### config.mk
export PLATFORM = sky130hd
export DESIGN_NAME = bsw_ctrl
export DESIGN_NICKNAME = d
export VERILOG_FILES = /design/src/rtl/bsw_pkg.sv /design/src/rtl/bsw_sync.sv /design/src/rtl/bsw_qual.sv /design/src/rtl/bsw_flags.sv /design/src/rtl/bsw_ctrl.sv
export SDC_FILE = /design/constraint.sdc
export NUM_CORES = 1
export LEC_CHECK = 0
export ABC_CLOCK_PERIOD_IN_PS = 1300
export BUFFER_PORTS_ARGS = -buffer_cell sky130_fd_sc_hd__buf_2
export CORE_UTILIZATION = 40
export DETAILED_ROUTE_END_ITERATION = 7
export HOLD_SLACK_MARGIN = 0.1
export PLACE_DENSITY = 0.66
export SKIP_LAST_GASP = 1
export SLEW_MARGIN = 10
export SYNTH_ARGS = -nofsm -noshare
export SYNTH_HDL_FRONTEND = slang
export SYNTH_SLANG_ARGS = --single-unit
### constraint.sdc
create_clock -name clk -period 1.3 [get_ports clk]
set_input_delay 0.195 -clock clk [delete_from_list [all_inputs] [get_ports clk]]
set_output_delay 0.195 -clock clk [all_outputs]
set_load 0.1 [all_outputs]
### src/rtl/bsw_pkg.sv
package bsw_pkg;
  typedef enum logic {SRC_MAIN = 1'b0, SRC_BATT = 1'b1} src_e;
  localparam logic [1:0] TRIG_MAIN = 2'b00;
  localparam logic [1:0] TRIG_SUP  = 2'b01;

  function automatic logic pin_ctl_en(input logic [1:0] f);
    return f == 2'b01;
  endfunction
endpackage

### src/rtl/bsw_sync.sv
module bsw_sync #(
  parameter int W = 1,
  parameter logic [W-1:0] RST_VAL = '0
) (
  input  logic         clk,
  input  logic         rst,
  input  logic [W-1:0] d_a,
  output logic [W-1:0] q
);
  for (genvar i = 0; i < W; i++) begin : g_bit
    logic st1, st2;
    always_ff @(posedge clk) begin
      if (rst) begin
        st1 <= RST_VAL[i];
        st2 <= RST_VAL[i];
      end else begin
        st1 <= d_a[i];
        st2 <= st1;
      end
    end
    assign q[i] = st2;
  end
endmodule

### src/rtl/bsw_qual.sv
module bsw_qual #(
  parameter int QUAL = 16
) (
  input  logic clk,
  input  logic rst,
  input  logic arm,
  input  logic cond,
  output logic ok
);
  localparam int CW = (QUAL < 2) ? 1 : $clog2(QUAL);
  localparam logic [CW-1:0] LAST = CW'(QUAL - 1);

  logic [CW-1:0] cnt;

  always_ff @(posedge clk) begin
    if (rst || !arm || !cond) cnt <= '0;
    else if (cnt != LAST)     cnt <= cnt + 1'b1;
  end

  assign ok = arm && cond && (cnt == LAST);

  // a dropped condition empties the window
  p_count_restart_r8: assert property (@(posedge clk) disable iff (rst)
    (arm && !cond) |=> (cnt == '0));
endmodule

### src/rtl/bsw_flags.sv
module bsw_flags #(
  parameter int N = 2
) (
  input  logic         clk,
  input  logic         rst,
  input  logic [N-1:0] set_evt,
  input  logic         clr_we,
  input  logic [N-1:0] clr_mask,
  input  logic         gen_en,
  input  logic [N-1:0] evt_en,
  output logic [N-1:0] flags,
  output logic         irq
);
  for (genvar i = 0; i < N; i++) begin : g_flag
    always_ff @(posedge clk) begin
      if (rst)             flags[i] <= 1'b0;
      else if (set_evt[i]) flags[i] <= 1'b1;
      else if (clr_we && clr_mask[i]) flags[i] <= 1'b0;
    end

    p_flag_hold_r10: assert property (@(posedge clk) disable iff (rst)
      (flags[i] && !(clr_we && clr_mask[i])) |=> flags[i]);
    p_set_wins_r11: assert property (@(posedge clk) disable iff (rst)
      set_evt[i] |=> flags[i]);
  end

  always_ff @(posedge clk) begin
    if (rst) irq <= 1'b0;
    else     irq <= gen_en && |(flags & evt_en);
  end

  p_irq_gated_r12: assert property (@(posedge clk) disable iff (rst)
    !gen_en |=> !irq);
endmodule

### src/rtl/bsw_ctrl.sv
module bsw_ctrl
  import bsw_pkg::*;
#(
  parameter int QUAL_CYCLES = 16
) (
  input  logic       clk,
  input  logic       rst,
  input  logic       main_low_a,
  input  logic       sup_low_a,
  input  logic       pin_a,
  input  logic [1:0] trig_sel,
  input  logic [1:0] pin_func,
  input  logic       clr_we,
  input  logic [1:0] clr_mask,
  input  logic       irq_gen_en,
  input  logic [1:0] irq_evt_en,
  output logic       bat_sel,
  output logic       status_main,
  output logic [1:0] evt_flags,
  output logic       irq
);
  localparam int NIN = 3;
  localparam logic [NIN-1:0] SYNC_RST = 3'b100;

  logic [NIN-1:0] s_vec;
  logic s_main_low, s_sup_low, s_pin, pin_d;
  logic dis, pin_en, pin_fall, trig_hit, restore_cond;
  logic on_batt, arm, qual_ok, go_batt, go_main;
  src_e src_q;

  bsw_sync #(.W(NIN), .RST_VAL(SYNC_RST)) u_sync (
    .clk(clk), .rst(rst), .d_a({pin_a, sup_low_a, main_low_a}), .q(s_vec)
  );
  assign s_main_low = s_vec[0];
  assign s_sup_low  = s_vec[1];
  assign s_pin      = s_vec[2];

  always_ff @(posedge clk) begin
    if (rst) pin_d <= 1'b1;
    else     pin_d <= s_pin;
  end

  assign dis      = trig_sel[1];
  assign pin_en   = pin_ctl_en(pin_func);
  assign pin_fall = pin_d && !s_pin;
  assign trig_hit = (trig_sel == TRIG_MAIN && s_main_low) ||
                    (trig_sel == TRIG_SUP  && s_sup_low)  ||
                    (pin_en && pin_fall);
  assign restore_cond = !s_main_low &&
                        !(trig_sel == TRIG_SUP && s_sup_low) &&
                        !(pin_en && !s_pin);

  assign on_batt = (src_q == SRC_BATT);
  assign arm     = on_batt && !dis;

  bsw_qual #(.QUAL(QUAL_CYCLES)) u_qual (
    .clk(clk), .rst(rst), .arm(arm), .cond(restore_cond), .ok(qual_ok)
  );

  assign go_batt = !on_batt && !dis && trig_hit;
  assign go_main = on_batt && (dis || qual_ok);

  always_ff @(posedge clk) begin
    if (rst)          src_q <= SRC_MAIN;
    else if (go_batt) src_q <= SRC_BATT;
    else if (go_main) src_q <= SRC_MAIN;
  end

  assign bat_sel     = on_batt;
  assign status_main = !on_batt;

  bsw_flags #(.N(2)) u_flags (
    .clk(clk), .rst(rst), .set_evt({go_main, go_batt}), .clr_we(clr_we),
    .clr_mask(clr_mask), .gen_en(irq_gen_en), .evt_en(irq_evt_en),
    .flags(evt_flags), .irq(irq)
  );

  p_disable_main_r4: assert property (@(posedge clk) disable iff (rst)
    dis |=> !bat_sel);
  p_no_early_restore_r6: assert property (@(posedge clk) disable iff (rst)
    (bat_sel && !dis && !qual_ok) |=> bat_sel);
  p_switch_flagged_r10: assert property (@(posedge clk) disable iff (rst)
    $rose(bat_sel) |-> evt_flags[0]);
endmodule

## After elaboration in Yosys (flattened, before gate mapping)

Index checks and enable logic that the tools add are counted.

- Multiplexer cells: 6
- Reduce and logical (&&, ||, !) cells: 34
- Add/sub/neg operators: 1
- Bitwise operators: 1
- Equality and inequality tests: 4

Operators by type and width:

| cell | number |
|---|---|
| $logic_and 1x1->1 | 16 |
| $logic_not 1->1 | 8 |
| $mux 1 | 6 |
| $reduce_bool 2->1 | 3 |
| $logic_or 1x1->1 | 5 |
| $add 4x1->4 const B | 1 |
| $eq 2x1->1 const B | 2 |
| $eq 4x4->1 const B | 1 |
| $ne 4x4->1 const B | 1 |
| $and 2x2->2 | 1 |
| $logic_not 2->1 | 1 |
| $reduce_or 2->1 | 1 |

- Bits in registers: 15
- Logic and storage cells: 58

## Logic depth before layout (Yosys ltp)

Gate-level depths: netlist of the first run.

- Depth after elaboration: 11
- Mapped depth: 5
- Gate-level depth less buffers: 4

## Modules after synthesis

Synthesis of the first run repeated with hierarchy kept, for this count alone.

- Cells, all modules: 62
- Area, all modules: 629.4 µm²

By module, submodules not included:

| module | area an instance (µm²) | times used | seq. area each (µm²) | cells an instance |
|---|---|---|---|---|
| bsw_qual | 206.4 | 1 | 80.1 | 21 |
| bsw_sync | 180.2 | 1 | 120.1 | 15 |
| bsw_ctrl | 130.1 | 1 | 40.0 | 15 |
| bsw_flags | 112.6 | 1 | 60.1 | 11 |

## Worst setup path after synthesis of the first run

OpenSTA, ideal clock, no wires.

- Kind: register -> output
- Start: reg src_q, in the netlist bat_sel
- End: out status_main
- Path slack: -0.552 ns
- Data arrival time: 1.657 ns
- Stages on the path, launching flop included: 2
- Path buffers: 0
- Required time: 1.105 ns
- Path through: dfxtp_1 > inv_1

- Cells in the longest elaborated chain, start to end: 1

Ends and longest elaborated chain:

| element | line | RTL |
|---|---|---|
| from (decl) | bsw_ctrl.sv:29 | `src_e src_q;` |
| from (signal assigned) | bsw_ctrl.sv:64 | `if (rst) src_q <= SRC_MAIN;` |
| from (signal assigned) | bsw_ctrl.sv:65 | `else if (go_batt) src_q <= SRC_BATT;` |
| from (signal assigned) | bsw_ctrl.sv:66 | `else if (go_main) src_q <= SRC_MAIN;` |
| $logic_not 1->1 | bsw_ctrl.sv:70 | `assign status_main = !on_batt;` |
| to (decl) | bsw_ctrl.sv:18 | `output logic status_main,` |

No other way between the ends.

## Worst setup path in the final report of the first run

- Start: reg u_flags.flags[0]
- End: out evt_flags[0]

RTL lines:

| element | line | RTL |
|---|---|---|
| from (decl) | bsw_flags.sv:11 | `output logic [N-1:0] flags,` |
| from (signal, indexed assignment) | bsw_flags.sv:16 | `if (rst) flags[i] <= 1'b0;` |
| from (signal, indexed assignment) | bsw_flags.sv:17 | `else if (set_evt[i]) flags[i] <= 1'b1;` |
| from (signal, indexed assignment) | bsw_flags.sv:18 | `else if (clr_we && clr_mask[i]) flags[i] <= 1'b0;` |
| to (decl) | bsw_ctrl.sv:19 | `output logic [1:0] evt_flags,` |

No word-level cell between the ends.

==> results of run 1 <==
[state kept, by name, summed over array words and instances (netlist names)]
name / cells
u_sync.g_bit.st2: 3
bat_sel: 1
u_flags.flags: 2
u_flags.irq: 1
pin_d: 1
u_sync.g_bit.st1: 3
u_qual.cnt: 4
[Yosys cell counts, drive strengths merged]
cell type and instances:
a21oi 1, a22oi 1, a311o 1, a31oi 2, and3 1, buf 1, clkbuf 1, dfxtp 15
ha 1, inv 1, mux2 1, mux2i 1, nand2 5, nand2b 1, nand3 1, nand3b 2
nand4bb 1, nor2 4, nor2b 4, nor3 3, nor3b 2, nor4bb 1, o21ai 2, or2 3
or3b 1, xor2 1
[worst paths after layout]
kind,startpoint,end,slack [ns]
worst max-delay path,u_flags.flags[0],evt_flags[0],0.06
worst min-delay path,main_low_a,u_sync.g_bit[0].st1,0.13
worst max register to register,u_qual.cnt[0],bat_sel,0.08
worst min register to register,u_sync.g_bit[2].st1,u_sync.g_bit[2].st2,0.42
[kinds of logic (layout without fill, tap and decap cells)]
logic type / after synthesis / in the layout / synth area share
muxes: 2 / 2 / 0.0371
buffers and inverters: 3 / 26 / 0.0218
AOI/OAI and AO/OA: 7 / 7 / 0.0786
DFF: 15 / 15 / 0.524
adders and majority gates: 1 / 1 / 0.0218
and+or+nand+nor: 29 / 29 / 0.301
xor gates and xnor gates: 1 / 1 / 0.0153
[final cells by class]
| cell class | instances | share of cell area |
|---|---|---|
| sequential | 15 | 0.408 |
| multi-input combinational | 40 | 0.350 |
| timing repair buffer | 21 | 0.172 |
| clock buffer | 4 | 0.0348 |
| tap | 15 | 0.0249 |
| inverter | 1 | 0.00995 |
[metal layers]
layer | global-route usage | up-vias | share of wire
met2 | 0.221 | 19 | 0.46
met5 | 0 | - | 0
met1 | 0.166 | 217 | 0.47
met4 | 0.0776 | 0 | 0.0050
li1 | - | 249 | -
met3 | 0.0511 | 2 | 0.063
[stage by stage]
step                      cell area (um2)  worst slack, ns  hold slack (ns)   util
after global placement                711           0.0730            0.380  0.539
after CTS                             747           0.0194            0.124  0.567
after floorplan                       583           0.0329            0.299      -
after global routing                  754          0.00665            0.138  0.573
after detailed placement              711           0.0405            0.383  0.539
final                                 754           0.0622            0.128  0.573
[report_power, final]
group          internal [mW]  switching [mW]  total, mW
Combinational         0.0416          0.0549     0.0965
Clock                  0.119           0.137      0.256
Sequential             0.471         0.00673      0.478
[repair_timing]
item,in CTS,in global routing
hold buffers,1,0
setup endpoints to repair,0,3
endpoints found under the hold margin,1,0
gates resized for setup,0,4
==> flow_metrics.env, run 1 <==
export IMPL_antenna_left=0
export IMPL_worst_setup_path_end_kind="output pin"
export IMPL_outcome="finished, final reports clean"
export IMPL_start_util=0.435
export IMPL_antenna_found_initial=0
export IMPL_drt_iter0_drc=12
export IMPL_fill_cells=127
export IMPL_cp_num_buf_inv=1
export IMPL_final_setup_viol_count=0
export IMPL_insertedDiodeCount=0
export IMPL_max_clock_freq_mhz=808
export IMPL_critical_path_top_delay_family="buffers and inverters"
export IMPL_viasPerCell=5.07
export IMPL_fp_dieH_um=39.9
export IMPL_dp_hpwl_um=769
export IMPL_crit_type="register to output pin"
export IMPL_crit_arrival_ns=1.04
export IMPL_placed_cells=91
export IMPL_cts_setup_buffers=0
export IMPL_clk_root_buffer_cell="clkbuf_4"
export IMPL_yosysSeqAreaShare=0.524
export IMPL_vias=487
export IMPL_synthCells=58
export IMPL_finalHoldViolCount=0
export IMPL_fin_nets=98
export IMPL_layout_common_cells="buf_2, dfxtp_1, nand2_1"
export IMPL_cts_tree="done"
export IMPL_grt_pass1_vias=381
export IMPL_chipWidth_um=39.9
export IMPL_finClkSkew_ns=0.00208
export IMPL_finalNonFillerCells=96
export IMPL_slowest_delay_ns=0.42
export IMPL_drc=0
export IMPL_tns_ns=0
export IMPL_row_count=13
export IMPL_period_minus_slack_ns=1.24
export IMPL_grt_max_degree=12
export IMPL_grt_pass1_wl_mm=1.44
export IMPL_post_route_period_util=0.952
export IMPL_power_mw=0.831
export IMPL_worstSetupStartpointType="register"
export IMPL_ys_top_cells_by_area="dfxtp_1, nor2b_1, nand2_1, or2_2, nor3_1"
export IMPL_cp_max_fo=3
export IMPL_path_clk_slew_ns=0.08
export IMPL_io_buffer_count=19
export IMPL_clkSinkCount=15
export IMPL_final_common_cell="buf_2"
export IMPL_yosysUniqueCellTypes=26
export IMPL_yosysWarnings=0
export IMPL_dr_pass1_iters=4
export IMPL_hp_class="primary input to register"
export IMPL_power_leakage_nw=0.327
export IMPL_clk_insertion_delay_late_ns=0.27
export IMPL_synthesis_nets=74
export IMPL_syn_area_um2=573
export IMPL_ir_drop_uv=584
export IMPL_dieArea_mm2=0.00159
export IMPL_cp_cell_sequence="buf_2"
export IMPL_slew_headroom=0.681
export IMPL_ys_ff_latch=15
export IMPL_synth_largest_area_cell="dfxtp_1"
export IMPL_grt_setup_unrepaired="false"
export IMPL_finalWirelength_um=993
export IMPL_drive_above_1_share=0.432
export IMPL_slowest_stage="buf_2"
export IMPL_drv_slew=0
export IMPL_path_depth=1
export IMPL_cp_data_required_time_ns=1.11
export IMPL_min_path_cells=2
export IMPL_max_cap_violations=0
export IMPL_pwr_density_cell_mw_per_mm2=1100
export IMPL_cts_htree_levels=1
export IMPL_seq_area_um2=308
export IMPL_grt_overflow_total=0
export IMPL_ctsLongestPathBuffers=2
export IMPL_multiInputGateArea_um2=264
export IMPL_wire_per_inst_um=10.3
export IMPL_numCtsBuffers=3
export IMPL_core_area_mm2=0.00132
export IMPL_ios=20
export IMPL_grt_util_all_layers=0.142
export IMPL_avgSynthCellArea_um2=9.88
export IMPL_gp_congestion=0.696
export IMPL_synth_top_area_share=0.524
export IMPL_worst_slew_pin_slew_ns=0.482
export IMPL_area_growth_pct=31.7
export IMPL_r2r_cells=4
(Power assumes the default switching activity.)
==> inputs of run 2 (changes only) <==
- CORE_UTILIZATION: 40 -> 31
- PLACE_DENSITY: 0.66 -> 0.53
==> flow_metrics.env, run 2 (same netlist as run 1, synthesis figures left out) <==
export IMPL_outcome="finished, final reports clean"
export IMPL_slowest_delay_ns=0.42
export IMPL_reg_largest_list="u_qual.cnt (4), u_sync.g_bit.st1 (3), u_sync.g_bit.st2 (3)"
export IMPL_clk_root_buffer_cell="clkbuf_4"
export IMPL_ir_drop_uv=739
export IMPL_cp_data_required_time_ns=1.11
export IMPL_worst_slew_pin_slew_ns=0.485
export IMPL_pwr_density_cell_mw_per_mm2=1080
export IMPL_grt_setup_unrepaired="false"
export IMPL_worst_setup_path_end_kind="output pin"
export IMPL_antenna_found_initial=0
export IMPL_insertedDiodeCount=0
export IMPL_antenna_left=0
export IMPL_startpoint="u_flags.flags[1]"
export IMPL_grt_util_all_layers=0.114
export IMPL_final_common_cell="buf_2"
export IMPL_r2r_cells=4
export IMPL_wl_met2_um=444
export IMPL_path_clk_slew_ns=0.09
export IMPL_hp_class="primary input to register"
export IMPL_crit_arrival_ns=1.04
export IMPL_layout_common_cells="buf_2, dfxtp_1, nand2_1, nor2b_1, nor2_1"
export IMPL_largest_reg_flops=4
export IMPL_ctsLongestPathBuffers=2
export IMPL_finalWirelength_um=958
export IMPL_critical_path_top_delay_family="buffers and inverters"
export IMPL_cts_htree_levels=1
export IMPL_max_cap_violations=0
export IMPL_wire_per_inst_um=8.95
export IMPL_slowest_stage="buf_2"
export IMPL_seq_area_um2=308
export IMPL_wl_met1_um=448
export IMPL_vias=475
export IMPL_drt_iter0_drc=6
export IMPL_grt_overflow_total=0
export IMPL_worstSetupStartpointType="register"
export IMPL_numCtsBuffers=3
export IMPL_cp_cell_sequence="buf_2"
export IMPL_area_growth_pct=37.1
export IMPL_cp_endpoint="evt_flags[1]"
export IMPL_r2r_end="bat_sel"
export IMPL_dr_pass1_iters=2
export IMPL_drv_slew=0
export IMPL_ff2ff_setup_slack_ns=0.07
export IMPL_routed_top_layer="met3"
export IMPL_grt_pass1_wl_mm=1.67
export IMPL_chipWidth_um=45.0
export IMPL_drc=0
export IMPL_core_area_mm2=0.00173
export IMPL_fp_dieH_um=45.0
export IMPL_clkSinkCount=15
export IMPL_cts_tree="done"
export IMPL_path_depth=1
export IMPL_viasPerCell=4.44
export IMPL_fill_cells=177
export IMPL_drive_above_1_share=0.427
export IMPL_final_setup_viol_count=0
export IMPL_start_util=0.332
export IMPL_cp_num_buf_inv=1
export IMPL_dieArea_mm2=0.00202
export IMPL_post_route_period_util=0.953
export IMPL_cp_max_fo=3
export IMPL_fin_util=0.455
export IMPL_slew_headroom=0.679
export IMPL_ios=20
export IMPL_finClkSkew_ns=0.00204
export IMPL_routed_wl_met3_um=65
export IMPL_crit_type="register to output pin"
export IMPL_largest_register="u_qual.cnt"
export IMPL_crit_reg2reg_launch="u_qual.cnt[0]"
export IMPL_grt_pass1_vias=412
export IMPL_power_leakage_nw=0.343
export IMPL_row_count=15
export IMPL_tns_ns=0
export IMPL_fin_nets=99
export IMPL_finalHoldViolCount=0
export IMPL_grt_max_degree=12
export IMPL_max_clock_freq_mhz=807
export IMPL_clk_insertion_delay_late_ns=0.28
export IMPL_multiInputGateArea_um2=260
export IMPL_dp_hpwl_um=755
export IMPL_io_buffer_count=19
export IMPL_gp_congestion=0.680
export IMPL_period_minus_slack_ns=1.24
-- run 2: cell type report --
cell class	count	area share
tap	25	0.0398
clock inverter	1	0.00796
timing repair buffer	22	0.191
sequential	15	0.392
inverter	1	0.00955
multi-input combinational	40	0.331
clock buffer	3	0.0287
-- run 2: where the power goes --
group / internal (mW) / total (mW) / leakage [nW] / switching (mW)
clock: 0.119 / 0.271 / 0.0183 / 0.152
combinational: 0.0443 / 0.0991 / 0.200 / 0.0548
sequential: 0.471 / 0.478 / 0.125 / 0.00663
total: 0.634 / 0.848 / 0.343 / 0.214
-- run 2: worst min path at each step --
stage / startpoint / to / slack [ns] / cells after the start
after floorplan: pin_a / u_sync.g_bit[2].st1 / 0.30 / 1
after global placement: pin_a / u_sync.g_bit[2].st1 / 0.38 / 2
after detailed placement: pin_a / u_sync.g_bit[2].st1 / 0.38 / 2
after CTS: main_low_a / u_sync.g_bit[0].st1 / 0.11 / 2
after global routing: sup_low_a / u_sync.g_bit[1].st1 / 0.11 / 2
final: main_low_a / u_sync.g_bit[0].st1 / 0.12 / 2
-- run 2: timing repair --
| item | in CTS | in global routing |
|---|---|---|
| endpoints found under the hold margin | 1 | 0 |
| setup endpoints to repair | 0 | 2 |
| gates resized for setup | 0 | 1 |
| hold buffers | 1 | 0 |
| buffers inserted | 0 | 0 |
-- run 2: stage by stage --
stage	cells	power (mW)	area (um2)	hold slack [ns]	setup slack (ns)
floorplan	58	0.545	583	0.299	0.0329
global placement	102	0.586	746	0.380	0.108
detailed placement	102	0.587	746	0.380	0.0714
CTS	107	0.865	785	0.109	0.0415
global route	107	0.891	786	0.106	0.0145
finish	107	0.848	786	0.115	0.0616
-- run 2: per-layer routing --
| metal | vias up | GRT usage |
|---|---|---|
| met1 | 216 | 0.138 |
| met2 | 12 | 0.180 |
| met5 | - | 0 |
| met3 | 0 | 0.0640 |
| met4 | 0 | 0.0182 |
| li1 | 247 | - |
